==> config.mk <==
export PLATFORM = sky130hd
export DESIGN_NAME = cpu_window_bridge
export DESIGN_NICKNAME = d
export VERILOG_FILES = /design/src/rtl/cpu_window_bridge.sv
export SDC_FILE = /design/constraint.sdc
export NUM_CORES = 1
export LEC_CHECK = 0
export BUFFER_PORTS_ARGS = -buffer_cell sky130_fd_sc_hd__buf_2
export CORE_ASPECT_RATIO = 1.5
export CORE_MARGIN = 5
export CORE_UTILIZATION = 45
export DETAILED_ROUTE_END_ITERATION = 10
export HOLD_SLACK_MARGIN = 0.12
export PLACE_DENSITY = 0.8
export SYNTH_ARGS = -nofsm -noshare
export SYNTH_HDL_FRONTEND = slang
export SYNTH_SLANG_ARGS = --single-unit
==> constraint.sdc <==
create_clock -name clk -period 1.7 [get_ports clk]
set_input_delay 0.17 -clock clk [delete_from_list [all_inputs] [get_ports clk]]
set_output_delay 0.17 -clock clk [all_outputs]
set_load 0.02 [all_outputs]
==> src/rtl/cpu_window_bridge.sv <==
module cpu_window_bridge #(
  parameter int SADDR_W = 16,
  parameter int BADDR_W = 24,
  parameter logic [7:0]  RAM_TAG = 8'hFF,
  parameter logic [15:0] IO_TAG  = 16'hA130
) (
  input  logic                 clk,
  input  logic                 rst_n,
  input  logic                 s_start,
  input  logic                 s_we,
  input  logic [SADDR_W-1:0]   s_addr,
  input  logic [7:0]           s_wdata,
  output logic [7:0]           s_rdata,
  output logic                 s_wait,
  input  logic                 bank_wr,
  input  logic                 bank_bit,
  output logic                 bus_breq,
  input  logic                 bus_bgnt,
  output logic [BADDR_W-1:1]   bus_addr,
  output logic                 bus_uds,
  output logic                 bus_lds,
  output logic                 bus_rd,
  output logic [15:0]          bus_wdata,
  input  logic [15:0]          bus_rdata,
  input  logic                 bus_ack,
  input  logic                 ext_uds,
  input  logic                 ext_lds,
  input  logic                 ext_we,
  output logic                 ram_oe_hi,
  output logic                 ram_oe_lo,
  output logic                 ram_we_hi,
  output logic                 ram_we_lo,
  output logic                 io_sel
);
  localparam int OFS_W  = SADDR_W - 1;
  localparam int BANK_W = BADDR_W - OFS_W;

  typedef enum logic [1:0] {IDLE, REQ, STB} st_t;

  st_t               st;
  logic [BANK_W-1:0] bank;
  logic [OFS_W-1:0]  off;
  logic              we_q;
  logic [7:0]        wd_q;
  logic [7:0]        rd_q;

  logic own, ram_hit;
  logic [7:0] lane;

  assign own      = (st == STB);
  assign bus_addr = {bank, off[OFS_W-1:1]};
  assign ram_hit  = (bus_addr[BADDR_W-1 -: 8] == RAM_TAG);
  assign lane     = off[0] ? bus_rdata[7:0] : bus_rdata[15:8];

  assign s_wait    = (st != IDLE);
  assign s_rdata   = rd_q;
  assign bus_breq  = (st != IDLE);
  assign bus_uds   = own & ~off[0];
  assign bus_lds   = own &  off[0];
  assign bus_rd    = ~we_q;
  assign bus_wdata = {wd_q, wd_q};

  assign ram_oe_hi = ~own & ext_uds;
  assign ram_oe_lo = ~own & ext_lds;
  assign ram_we_hi = own ? (ram_hit & we_q & bus_uds) : (ext_we & ext_uds);
  assign ram_we_lo = own ? (ram_hit & we_q & bus_lds) : (ext_we & ext_lds);
  assign io_sel    = own & (bus_addr[BADDR_W-1:8] == IO_TAG);

  always_ff @(posedge clk) begin
    if (!rst_n) begin
      st   <= IDLE;
      bank <= '0;
      off  <= '0;
      we_q <= 1'b0;
      wd_q <= '0;
      rd_q <= '0;
    end else begin
      if (bank_wr) bank <= {bank_bit, bank[BANK_W-1:1]};
      case (st)
        IDLE: if (s_start && s_addr[SADDR_W-1]) begin
          st   <= REQ;
          off  <= s_addr[OFS_W-1:0];
          we_q <= s_we;
          wd_q <= s_wdata;
        end
        REQ: if (bus_bgnt) st <= STB;
        STB: if (bus_ack) begin
          st   <= IDLE;
          rd_q <= ram_hit ? 8'hFF : lane;
        end
        default: st <= IDLE;
      endcase
    end
  end

  assert_bank_shift_R2: assert property (@(posedge clk) disable iff (!rst_n)
    bank_wr |=> bank[BANK_W-1] == $past(bank_bit));
  assert_lane_onehot_R3: assert property (@(posedge clk) disable iff (!rst_n)
    $onehot0({bus_uds, bus_lds}));
  assert_strobe_granted_R4: assert property (@(posedge clk) disable iff (!rst_n)
    (bus_uds | bus_lds) |-> bus_bgnt);
  assert_wait_release_R4: assert property (@(posedge clk) disable iff (!rst_n)
    $fell(s_wait) |-> $past(bus_ack));
  assert_ram_read_ones_R5: assert property (@(posedge clk) disable iff (!rst_n)
    (bus_ack && (bus_uds | bus_lds) && bus_rd && bus_addr[BADDR_W-1 -: 8] == RAM_TAG)
      |=> s_rdata == 8'hFF);
  assert_oe_quiet_R7: assert property (@(posedge clk) disable iff (!rst_n)
    (bus_uds | bus_lds) |-> !(ram_oe_hi | ram_oe_lo));
  assert_outside_ignored_R10: assert property (@(posedge clk) disable iff (!rst_n)
    (!s_wait && s_start && !s_addr[SADDR_W-1]) |=> !s_wait);
endmodule

# Word level (Yosys, flattened, before mapping)
# Cells that the tools add are included.
[classes] eq_ne=7 n_mux=8 n_reduce_logical=6 bitwise_logic=13
[op_table] operator="== test 16 bit (second input constant)" n=1
[op_table] operator="2-to-1 mux 8 bit" n=2
[op_table] operator="bitwise AND 1 bit" n=10
[op_table] operator="== test 8 bit (second input constant)" n=1
[op_table] operator="2-to-1 mux 2 bit" n=3
[op_table] operator="!= test 2 bit (second input constant)" n=3
[op_table] operator="case mux 2 bit (3 select lines)" n=1
[op_table] operator="AND reduction 2 bit" n=2
[op_table] operator="NOT 1 bit" n=3
[op_table] operator="AND reduction 3 bit" n=1
[op_table] operator="== test 2 x 1 -> 1 bit (second input constant)" n=1
[op_table] operator="== test 2 bit (second input constant)" n=1
[op_table] operator="zero test 2 bit" n=1
[op_table] operator="2-to-1 mux 1 bit" n=2
[op_table] operator="nonzero test 2 bit" n=1
[op_table] operator="logical AND 1 bit" n=1
[word_totals] ff_bits=43 inputBits=51 out_inout_bits=57

# Longest topological paths before layout
# Gate-level depths: netlist of the first run.
[depth] word_depth=4 mapped_depth=5 ltp_nobuf=3

# Least setup slack after synthesis of the first run
# OpenSTA, ideal clock, no wires.
[synth_path] kind="reg2out" startpoint="register off[9]" endpoint="output io_sel" stages_incl_launch_ff=4 t_arrival_ns=1.263 required_time_ns=1.530 path_buffers=0 path_slack_ns=0.267 cell_sequence="dfxtp_1 > or4b_4 > nor4_2 > and4_1"
[synth_via] elab_chain_len=2
[synth_lines] item="from (decl)" line="42" text="logic [OFS_W-1:0] off;"
[synth_lines] item="from (signal assigned)" line="82" text="off <= s_addr[OFS_W-1:0];"
[synth_lines] item="== test 16 bit" line="67" text="assign io_sel = own & (bus_addr[BADDR_W-1:8] == IO_TAG);"
[synth_lines] item="bitwise AND 1 bit" line="67"
[synth_lines] item="to (decl)" line="33" text="output logic io_sel"
# No other way between the ends.

# Worst setup path in the final report of the first run
# Ends and elaborated chain as after synthesis.

==> impl_results.md, run 1 <==
- Status: finished with violations
- Violations in the final reports: setup timing
- H-tree depth: 2
- Synth cell types: 34
- Routability-driven placement congestion ratio: 0.7189
- Most frequent cells in the layout: buf_2, nand2_1, dfxtp_1
- Dominant cells by area after synthesis: dfxtp_1, buf_4, mux2i_1, nand2_1, a21boi_1
- Ports: 108
- First-pass GRT wire length: 8852 microns
- Commonest non-fill, non-tap cell in the layout: buf_2
- WHS Path Cells: 3
- CTS Sinks: 43
- Worst Path Required: 1530 ps
- Setup_tns: -127.5 ps
- Nature of the critical path endpoint: primary output
- Reg2reg start: st[1]$_SDFFE_PN0P_
- RSZ-0062 raised after global routing: true
- Clock buffer depth: 2
- Wire length on met3: 353 microns
- Port-buffer cells: 107
- Reg2reg path depth: 4
- R2R Path End: s_rdata[6]$_SDFFE_PN0P_
- CP max stage cell: or4b_4
- Register area share after synthesis: 0.4193
- P_leak: 1.330 nW
- Worst reg-to-reg setup slack: 360 ps
- HP Start: s_addr[12]
- Initial core utilization: 0.4597
- Maximum vdd drop: 0.5723 mV
- DR vias/cell: 4.958
- CP max FO: 3
- Die Span Y: 92.73 microns
- Mapped cell area: 0.002053 sq mm
- Die area: 0.006041 sq mm
- Core area: 0.004467 sq mm
- WP data arrival: 1660 ps
- Post-synth top area share: 0.4193
- Overflow after GRT: 0
- Syn_nets: 273
- Final ANT Viol Nets: 0
- Area leader, netlist: dfxtp_1
- Fillers: 391
- FFs w/ async S/R, synth: 0
- CTS tree: done
- Max incr delay on CP: 550 ps
- Nets@finish: 380
- Max Cap Viol: 0
- Rows: 30
- Critical path type: reg -> out
- Metal2 WL: 2895 microns
- Num CTS Buffers: 5
- Slew @ Worst Pin: 498.5 ps
- Hpwl dp: 3863 microns
- Total GRT Usage: 0.1852
- Syn Area/Cell: 9.249 sq um
- Postcts setup bufs: 0
- Synth Register Bits: 43
- Share of post-route cells with drive strength above 1: 0.4545
- CP startpoint kind: register
- CTS clock-pin slew for the worst setup and hold paths: 70 ps
- Period utilization: 1.075
- Vias in the first global route: 1889
- Diode count: 0
- Final Critical Period: 1827 ps
- Die width: 65.15 microns
- Hold Path Class: in -> reg
- Pre-CTS setup slack: 148.7 ps
- Worst-Skew Late Latency: 280 ps
- M1 WL: 2083 microns
- Hold Fails Final Rpt: 0
- Initial antenna violation count: 0
- Layout area overhead: 37.96%
- Slew headroom: 0.6677
- Vias: 1874
- Top Layer Used: met4
- Hold EP: off[12]$_SDFFE_PN0P_
- Largest net degree at the start of global routing: 30
- Total Routed Length: 5398 microns
- Routed wire per std cell: 14.28 microns
- Worst Skew: 3.518 ps
- Clock Root Buffer: clkbuf_8
- Iteration count of the initial detailed-routing pass: 4
- Slew Viols, Final: 0
- Util after Layout: 0.6342
- # setup viols final: 1
- CP Cell Sequence: or4b_4 > nor4_4 > and4_1 > buf_6
- DRC violations left: 0
- Synth warn: 0
- Post-Synthesis Cells: 222
- First DRT Iteration DRCs: 51
- Post-route setup slack: -127.5 ps
- P per Cell Area: 755.7 mW/mm^2
- EDFF count, synth: 0
- Ys flop type: dfxtp_1
- Max Freq: 547.2 MHz
[sequential cells by signal, indices dropped and copies added, names as in the netlist]
name,count
bank,9
off,15
s_rdata,8
st,2
wd_q,8
we_q,1
[cell usage after synthesis, drive strengths merged, types with 2 or more instances]
cell type,number
nand2,49
dfxtp,43
buf,33
a21boi,24
mux2i,17
nor2b,9
a31oi,8
o21ai,8
clkbuf,4
and2,3
and3b,2
and4,2
inv,2
nor2,2
o2bb2ai,2
[metal layers]
metal  GRT usage  vias up
met1      0.2009      859
met3     0.04733        6
li1            -      941
met4     0.06228        0
met2      0.3416       68
met5           0        -
[cells by family after synthesis]
| kind of cell | count (synthesis) | synth area share |
|---|---|---|
| AO/OA/AOI/OAI | 44 | 0.1633 |
| buffers and inverters | 39 | 0.1280 |
| flip-flops | 43 | 0.4193 |
| multiplexers | 17 | 0.08287 |
| AND/OR/NAND/NOR | 79 | 0.2066 |
[area by class of cell]
| class | instances | area, sq um | share of cell area |
|---|---|---|---|
| multi-input combinational | 140 | 963.4 | 0.3401 |
| sequential | 43 | 868.3 | 0.3065 |
| timing repair buffer | 137 | 833.3 | 0.2942 |
| clock buffer | 8 | 100.1 | 0.03534 |
| tap | 48 | 60.06 | 0.02120 |
| inverter | 2 | 7.507 | 0.002650 |
[how the worst max path moves through the flow]
| stage | from | depth (start not counted) | endpoint |
|---|---|---|---|
| floorplan | off[9]$_SDFFE_PN0P_ | 3 | io_sel |
| global placement | off[9]$_SDFFE_PN0P_ | 4 | io_sel |
| detailed placement | off[9]$_SDFFE_PN0P_ | 4 | io_sel |
| CTS | off[9]$_SDFFE_PN0P_ | 4 | io_sel |
| global route | off[9]$_SDFFE_PN0P_ | 4 | io_sel |
| finish | off[9]$_SDFFE_PN0P_ | 4 | io_sel |
[what timing repair did]
item | 4_1_cts | 5_1_grt
hold endpoints to repair | 23 | 0
pin swaps | 1 | 2
endpoints found under the setup margin | 2 | 3
gates resized for setup | 4 | 10
hold buffers | 23 | 0
[power breakdown]
| part | internal [mW] | total (mW) | switching (mW) |
|---|---|---|---|
| sequential | 1.04 | 1.07 | 0.0272 |
| clock | 0.371 | 0.684 | 0.313 |
| combinational | 0.189 | 0.386 | 0.197 |
[per-stage QoR]
stage	hold slack (ps)	cells	area, sq um	total power [mW]
final	132.0	378	2833	2.141
after global routing	133.4	378	2833	2.239
after CTS	126.3	378	2808	2.170
after detailed placement	414.3	347	2461	1.434
after global placement	409.0	347	2461	1.427
after floorplan	296.7	222	2053	1.329
[worst max-delay path, delay by kind of cell, from the launching register on]
kind	cells	cell delay (ps)
and+or+nand+nor	3	930
DFF	1	330
buffers and inverters	1	120
Power figures use the tool's default switching activity.
==> inputs of run 2 (changes only) <==
--- a/config.mk
+++ b/config.mk
@@ -7,11 +7,11 @@
 export LEC_CHECK = 0
 export BUFFER_PORTS_ARGS = -buffer_cell sky130_fd_sc_hd__buf_2
 export CORE_ASPECT_RATIO = 1.5
-export CORE_MARGIN = 5
 export CORE_UTILIZATION = 45
 export DETAILED_ROUTE_END_ITERATION = 10
 export HOLD_SLACK_MARGIN = 0.12
 export PLACE_DENSITY = 0.8
+export RECOVER_POWER = 100
 export SYNTH_ARGS = -nofsm -noshare
 export SYNTH_HDL_FRONTEND = slang
 export SYNTH_SLANG_ARGS = --single-unit
==> impl_results.md, run 2 (synthesis results as in run 1) <==
- First DRT Iteration DRCs: 72 (was 51)
- Overflow after GRT: 0 (unchanged)
- Ports: 108 (unchanged)
- Diode count: 0 (unchanged)
- WP data arrival: 1600 ps (was 1660 ps)
- CTS tree: done (unchanged)
- Num CTS Buffers: 5 (unchanged)
- Port-buffer cells: 107 (unchanged)
- Clock buffer depth: 2 (unchanged)
- Pre-CTS setup slack: 199.9 ps (was 148.7 ps)
- Number of flip-flops in the largest register: 15 (unchanged)
- Slew Viols, Final: 0 (unchanged)
- RSZ-0062 raised after global routing: true (unchanged)
- Largest net degree at the start of global routing: 34 (was 30)
- DR vias/cell: 4.981 (was 4.958)
- Gr busiest metal: met2 (unchanged)
- Final Cell Area: 0.002773 sq mm (was 0.002833 sq mm)
- First-pass GRT wire length: 7866 microns (was 8852 microns)
- Clock Root Buffer: clkbuf_8 (unchanged)
- CTS clock-pin slew for the worst setup and hold paths: 80 ps (was 70 ps)
- Final Critical Period: 1775 ps (was 1827 ps)
- Post-route setup slack: -74.53 ps (was -127.5 ps)
- Total GRT Usage: 0.2122 (was 0.1852)
- Hold Path Class: in -> reg (unchanged)
- Max incr delay on CP: 520 ps (was 550 ps)
- Violations in the final reports: DRC, setup timing (was setup timing)
- Commonest non-fill, non-tap cell in the layout: buf_2 (unchanged)
- Nature of the critical path endpoint: primary output (unchanged)
- Core area: 0.004318 sq mm (was 0.004467 sq mm)
- Top Registers: off: 15 flops, bank: 9 flops (unchanged)
- Critical path type: reg -> out (unchanged)
- Slew @ Worst Pin: 1160 ps (was 498.5 ps)
- Hpwl dp: 3510 microns (was 3863 microns)
- # setup viols final: 1 (unchanged)
- Routed wire per std cell: 13.28 microns (was 14.28 microns)
- Register with the most flip-flops: off (unchanged)
- Initial core utilization: 0.4755 (was 0.4597)
- CP max FO: 3 (unchanged)
- Worst-Skew Late Latency: 280 ps (about the same)
- Status: finished with violations (unchanged)
- Total Routed Length: 4966 microns (was 5398 microns)
- Slew headroom: 0.2269 (was 0.6677)
- Most frequent cells in the layout: buf_2, dfxtp_1, nand2_1 (was buf_2, nand2_1, dfxtp_1)
- CTS Sinks: 43 (unchanged)
- Worst Skew: 3.746 ps (was 3.518 ps)
- CP startpoint kind: register (unchanged)
- H-tree depth: 2 (unchanged)
- Setup_tns: -74.53 ps (was -127.5 ps)
- Rows: 29 (was 30)
- Initial antenna violation count: 0 (unchanged)
- Die width: 57.15 microns (was 65.15 microns)
- Routability-driven placement congestion ratio: 0.7311 (was 0.7189)
- Layout area overhead: 35.04% (was 37.96%)
- P_leak: 1.311 nW (was 1.330 nW)
- CP Cell Sequence: or4b_4 > nor4_2 > and4_1 > buf_6 (was or4b_4 > nor4_4 > and4_1 > buf_6)
- Vias: 1863 (was 1874)
- P per Cell Area: 767.1 mW/mm^2 (was 755.7 mW/mm^2)
- Final ANT Viol Nets: 0 (unchanged)
- Die area: 0.004842 sq mm (was 0.006041 sq mm)
- Share of post-route cells with drive strength above 1: 0.4360 (was 0.4545)
- Global-route track usage on met1: 0.2171 (was 0.2009)
- Period utilization: 1.044 (was 1.075)
- Iteration count of the initial detailed-routing pass: 8 (was 4)
- Vias in the first global route: 1748 (was 1889)
- Die Span Y: 84.73 microns (was 92.73 microns)
- Maximum vdd drop: 0.4602 mV (was 0.5723 mV)
- Nets@finish: 378 (was 380)
- Total Power: 2.127 mW (was 2.141 mW)
- Met2 Use GR: 0.4043 (was 0.3416)
- DRC violations left: 12 (was 0)
- Hold Fails Final Rpt: 0 (unchanged)
- GRT met3 Usage: 0.04622 (was 0.04733)
- CP max stage cell: or4b_4 (unchanged)
- Max Freq: 563.5 MHz (was 547.2 MHz)
- Max Cap Viol: 0 (unchanged)
- Area of placed instances: 0.002459 sq mm (was 0.002461 sq mm)
- Worst Path Required: 1530 ps (about the same)
==> run 2: layout make-up <==
| cell class | count | area (sq um) |
|---|---|---|
| well taps | 46 | 57.56 |
| flip-flops and latches | 43 | 862.1 |
| fillers | 369 | 1545 |
| repair buffers | 135 | 797.0 |
| multi-input cells | 140 | 948.4 |
| clock buffers | 8 | 100.1 |
| inverters | 2 | 7.507 |
==> run 2: report_power, final <==
group	switching (mW)	leakage, nW	internal [mW]
Combinational	0.194	0.909	0.182
Clock	0.311	0.0515	0.370
Sequential	0.0258	0.350	1.04
Total	0.531	1.31	1.60
==> run 2: critical path, delay by kind of cell, from the launching register on <==
family	cells	cell delay, ps
buffers and inverters	1	120
and+or+nand+nor	3	870
DFF	1	330
==> run 2: final timing paths <==
path | from | end | slack (ps) | cells past startpoint
worst min register to register | off[1]$_SDFFE_PN0P_ | off[1]$_SDFFE_PN0P_ | 460 | 2
worst min-delay path | s_addr[0] | off[0]$_SDFFE_PN0P_ | 130 | 3
worst max register to register | st[1]$_SDFFE_PN0P_ | s_rdata[2]$_SDFFE_PN0P_ | 310 | 4
worst max-delay path | off[9]$_SDFFE_PN0P_ | io_sel | -70 | 4
==> run 2: per-layer routing <==
metal  part of all wire  wire length (microns)
met3              0.042                    209
met4              0.014                     68
met2               0.55                   2742
met5                  0                      0
met1               0.39                   1945
==> run 2: per-stage QoR <==
stage / hold WS (ps) / util / std cells
2_1_floorplan: 296.7 / - / 222
3_3_place_gp: 409.5 / 0.5694 / 345
3_5_place_dp: 415.7 / 0.5694 / 345
4_1_cts: 120.3 / 0.6398 / 373
5_1_grt: 125.7 / 0.6421 / 374
6_report: 127.5 / 0.6421 / 374
==> run 2: what timing repair did <==
| item | CTS | global route |
|---|---|---|
| buffers inserted | 0 | 1 |
| endpoints found under the hold margin | 20 | 0 |
| setup endpoints to repair | 1 | 3 |
| gates resized for setup | 2 | 2 |
| pin swaps | 1 | 0 |
| hold buffers | 20 | 0 |
==> inputs of run 3 (changes only) <==
--- a/config.mk
+++ b/config.mk
@@ -6,7 +6,7 @@
 export NUM_CORES = 1
 export LEC_CHECK = 0
 export BUFFER_PORTS_ARGS = -buffer_cell sky130_fd_sc_hd__buf_2
-export CORE_ASPECT_RATIO = 1.5
+export CORE_ASPECT_RATIO = 2
 export CORE_UTILIZATION = 45
 export DETAILED_ROUTE_END_ITERATION = 10
 export HOLD_SLACK_MARGIN = 0.12
@@ -15,3 +15,4 @@
 export SYNTH_ARGS = -nofsm -noshare
 export SYNTH_HDL_FRONTEND = slang
 export SYNTH_SLANG_ARGS = --single-unit
+export TNS_END_PERCENT = 1
==> impl_results.md, run 3 (synthesis results as in run 1) <==
- Worst Path Required: 1530 ps (about the same)
- Sequential share of power: 0.532 (was 0.503)
- Util after Layout: 0.6065 (was 0.6421)
- Total Routed Length: 4985 microns (was 4966 microns)
- Hold Fails Final Rpt: 0 (unchanged)
- Clk pwr share: 0.290 (was 0.320)
- Final Critical Period: 1828 ps (was 1775 ps)
- CP startpoint kind: register (unchanged)
- Vias in the first global route: 1823 (was 1748)
- Die Span Y: 97.53 microns (was 84.73 microns)
- Fin Hold WS: 141.4 ps (was 127.5 ps)
- Post-route setup slack: -128.2 ps (was -74.53 ps)
- Reg2reg path depth: 4 (unchanged)
- H-tree depth: 2 (unchanged)
- Total GRT Usage: 0.2130 (was 0.2122)
- Register with the most flip-flops: off (unchanged)
- WHS Path Cells: 3 (unchanged)
- Hold EP: off[2]$_SDFFE_PN0P_ (was off[0]$_SDFFE_PN0P_)
- # setup viols final: 1 (unchanged)
- Largest net degree at the start of global routing: 44 (was 34)
- FF/Latch Area: 862.1 sq um (unchanged)
- Most frequent cells in the layout: buf_2, clkbuf_1, dfxtp_1 (was buf_2, dfxtp_1, nand2_1)
- Share of post-route cells with drive strength above 1: 0.2523 (was 0.4360)
- First DRT Iteration DRCs: 32 (was 72)
- Port-buffer cells: 107 (unchanged)
- RSZ-0062 raised after global routing: true (unchanged)
- Violations in the final reports: setup timing (was DRC, setup timing)
- Routability-driven placement congestion ratio: 0.7199 (was 0.7311)
- Slew Viols, Final: 0 (unchanged)
- Nets@finish: 377 (was 378)
- Initial core utilization: 0.4686 (was 0.4755)
- First-pass GRT wire length: 7976 microns (was 7866 microns)
- Diode count: 0 (unchanged)
- Worst Skew: 6.781 ps (was 3.746 ps)
- Number of flip-flops in the largest register: 15 (unchanged)
- DR vias/cell: 4.818 (was 4.981)
- Vias: 1826 (was 1863)
- Top Registers: off: 15 flops, bank: 9 flops (unchanged)
- WP data arrival: 1660 ps (was 1600 ps)
- Hpwl dp: 3518 microns (was 3510 microns)
- Iteration count of the initial detailed-routing pass: 4 (was 8)
- Period utilization: 1.075 (was 1.044)
- CTS Sinks: 43 (unchanged)
- Routed wire per std cell: 13.15 microns (was 13.28 microns)
- Layout area overhead: 29.43% (was 35.04%)
- Switch Pwr: 0.5275 mW (was 0.5315 mW)
- Clock Root Buffer: clkbuf_8 (unchanged)
- Die width: 49.77 microns (was 57.15 microns)
- Rows: 34 (was 29)
- Hold Path Class: in -> reg (unchanged)
- Worst-Skew Late Latency: 290 ps (was 280 ps)
- Core area: 0.004382 sq mm (was 0.004318 sq mm)
- Combinational power share: 0.178 (was 0.177)
- Ports: 108 (unchanged)
- Area of the multi-input gates: 919.6 sq um (was 948.4 sq um)
- P per Cell Area: 755.4 mW/mm^2 (was 767.1 mW/mm^2)
- Status: finished with violations (unchanged)
- Fillers: 428 (was 369)
- HP Start: s_addr[2] (was s_addr[0])
- Non-Filler Instances: 379 (was 374)
- R2R Path End: s_rdata[5]$_SDFFE_PN0P_ (was s_rdata[2]$_SDFFE_PN0P_)
- Slew @ Worst Pin: 1447 ps (was 1160 ps)
- Die area: 0.004853 sq mm (was 0.004842 sq mm)
- Worst reg-to-reg setup slack: 300 ps (was 310 ps)
- Nature of the critical path endpoint: primary output (unchanged)
- Slew headroom: 0.03538 (was 0.2269)
- Total Power: 2.008 mW (was 2.127 mW)
- Postcts setup bufs: 0 (unchanged)
- CTS tree: done (unchanged)
- Placed cells: 354 (was 345)
- Final ANT Viol Nets: 0 (unchanged)
- Sw Share: 0.2628 (was 0.2499)
- Internal Pwr Total: 1.480 mW (was 1.596 mW)
- Initial antenna violation count: 0 (unchanged)
- P_leak: 1.071 nW (was 1.311 nW)
- Max Freq: 547.0 MHz (was 563.5 MHz)
- Max Cap Viol: 0 (unchanged)
- Maximum vdd drop: 0.6418 mV (was 0.4602 mV)
- DRC violations left: 0 (was 12)
- Clock buffer depth: 2 (unchanged)
- CTS clock-pin slew for the worst setup and hold paths: 70 ps (was 80 ps)
- CP max FO: 3 (unchanged)
- Overflow after GRT: 0 (unchanged)
- Reg2reg start: st[0]$_SDFFE_PN0P_ (was st[1]$_SDFFE_PN0P_)
- Num CTS Buffers: 5 (unchanged)
- Commonest non-fill, non-tap cell in the layout: buf_2 (unchanged)
- Critical path type: reg -> out (unchanged)
## run 3: cell count changes in the layout (fill, tap and decap cells not counted), sizes merged
cell	delta
dlygate4sd3	-1
clkbuf	+47
buf	-49
## run 3: final cells by class
class                      instances  share of cell area
sequential                        43              0.3244
clock buffer                       6             0.02731
timing repair buffer             134              0.2740
tap                               54             0.02542
multi-input combinational        140              0.3460
inverter                           2            0.002825
## run 3: how the worst max path moves through the flow
stage | startpoint | end | slack [ps] | cells past startpoint
finish | off[9]$_SDFFE_PN0P_ | io_sel | -130 | 4
global route | off[9]$_SDFFE_PN0P_ | io_sel | -180 | 4
floorplan | off[9]$_SDFFE_PN0P_ | io_sel | 270 | 3
global placement | off[9]$_SDFFE_PN0P_ | io_sel | 210 | 4
CTS | off[9]$_SDFFE_PN0P_ | io_sel | -150 | 4
detailed placement | off[9]$_SDFFE_PN0P_ | io_sel | 130 | 4
## run 3: metal layers
layer,vias up,part of all wire,GRT usage
met5,-,0,0
li1,929,-,-
met3,10,0.043,0.04695
met4,0,0.025,0.09011
met2,67,0.54,0.3960
met1,820,0.39,0.2168
## run 3: repair_timing
| item | CTS | global route |
|---|---|---|
| gates resized for setup | 2 | 2 |
| hold endpoints to repair | 19 | 0 |
| hold buffers | 19 | 0 |
| pin swaps | 1 | 0 |
| endpoints found under the setup margin | 1 | 3 |
## run 3: through the flow
| stage | TNS, ps | instance area, sq um | worst slack [ps] |
|---|---|---|---|
| 6_report | -128.2 | 2658 | -128.2 |
| 5_1_grt | -243.1 | 2658 | -178.5 |
| 4_1_cts | -149.8 | 2750 | -149.8 |
| 3_5_place_dp | 0 | 2476 | 130.9 |
| 3_3_place_gp | 0 | 2476 | 206.3 |
| 2_1_floorplan | 0 | 2053 | 266.8 |
## run 3: worst max-delay path: stages (launching register included)
cell,delay (ps)
dfxtp_2,330
or4b_4,540
nor4_4,150
and4_1,230
buf_6,120
## run 3: power by group through the flow
stage | clock network, mW | registers, mW | logic [mW]
global placement | 0 | 1.09 | 0.342
finish | 0.583 | 1.07 | 0.357
detailed placement | 0 | 1.09 | 0.347
global route | 0.648 | 1.07 | 0.387
CTS | 0.601 | 1.07 | 0.382
floorplan | 0 | 1.11 | 0.222
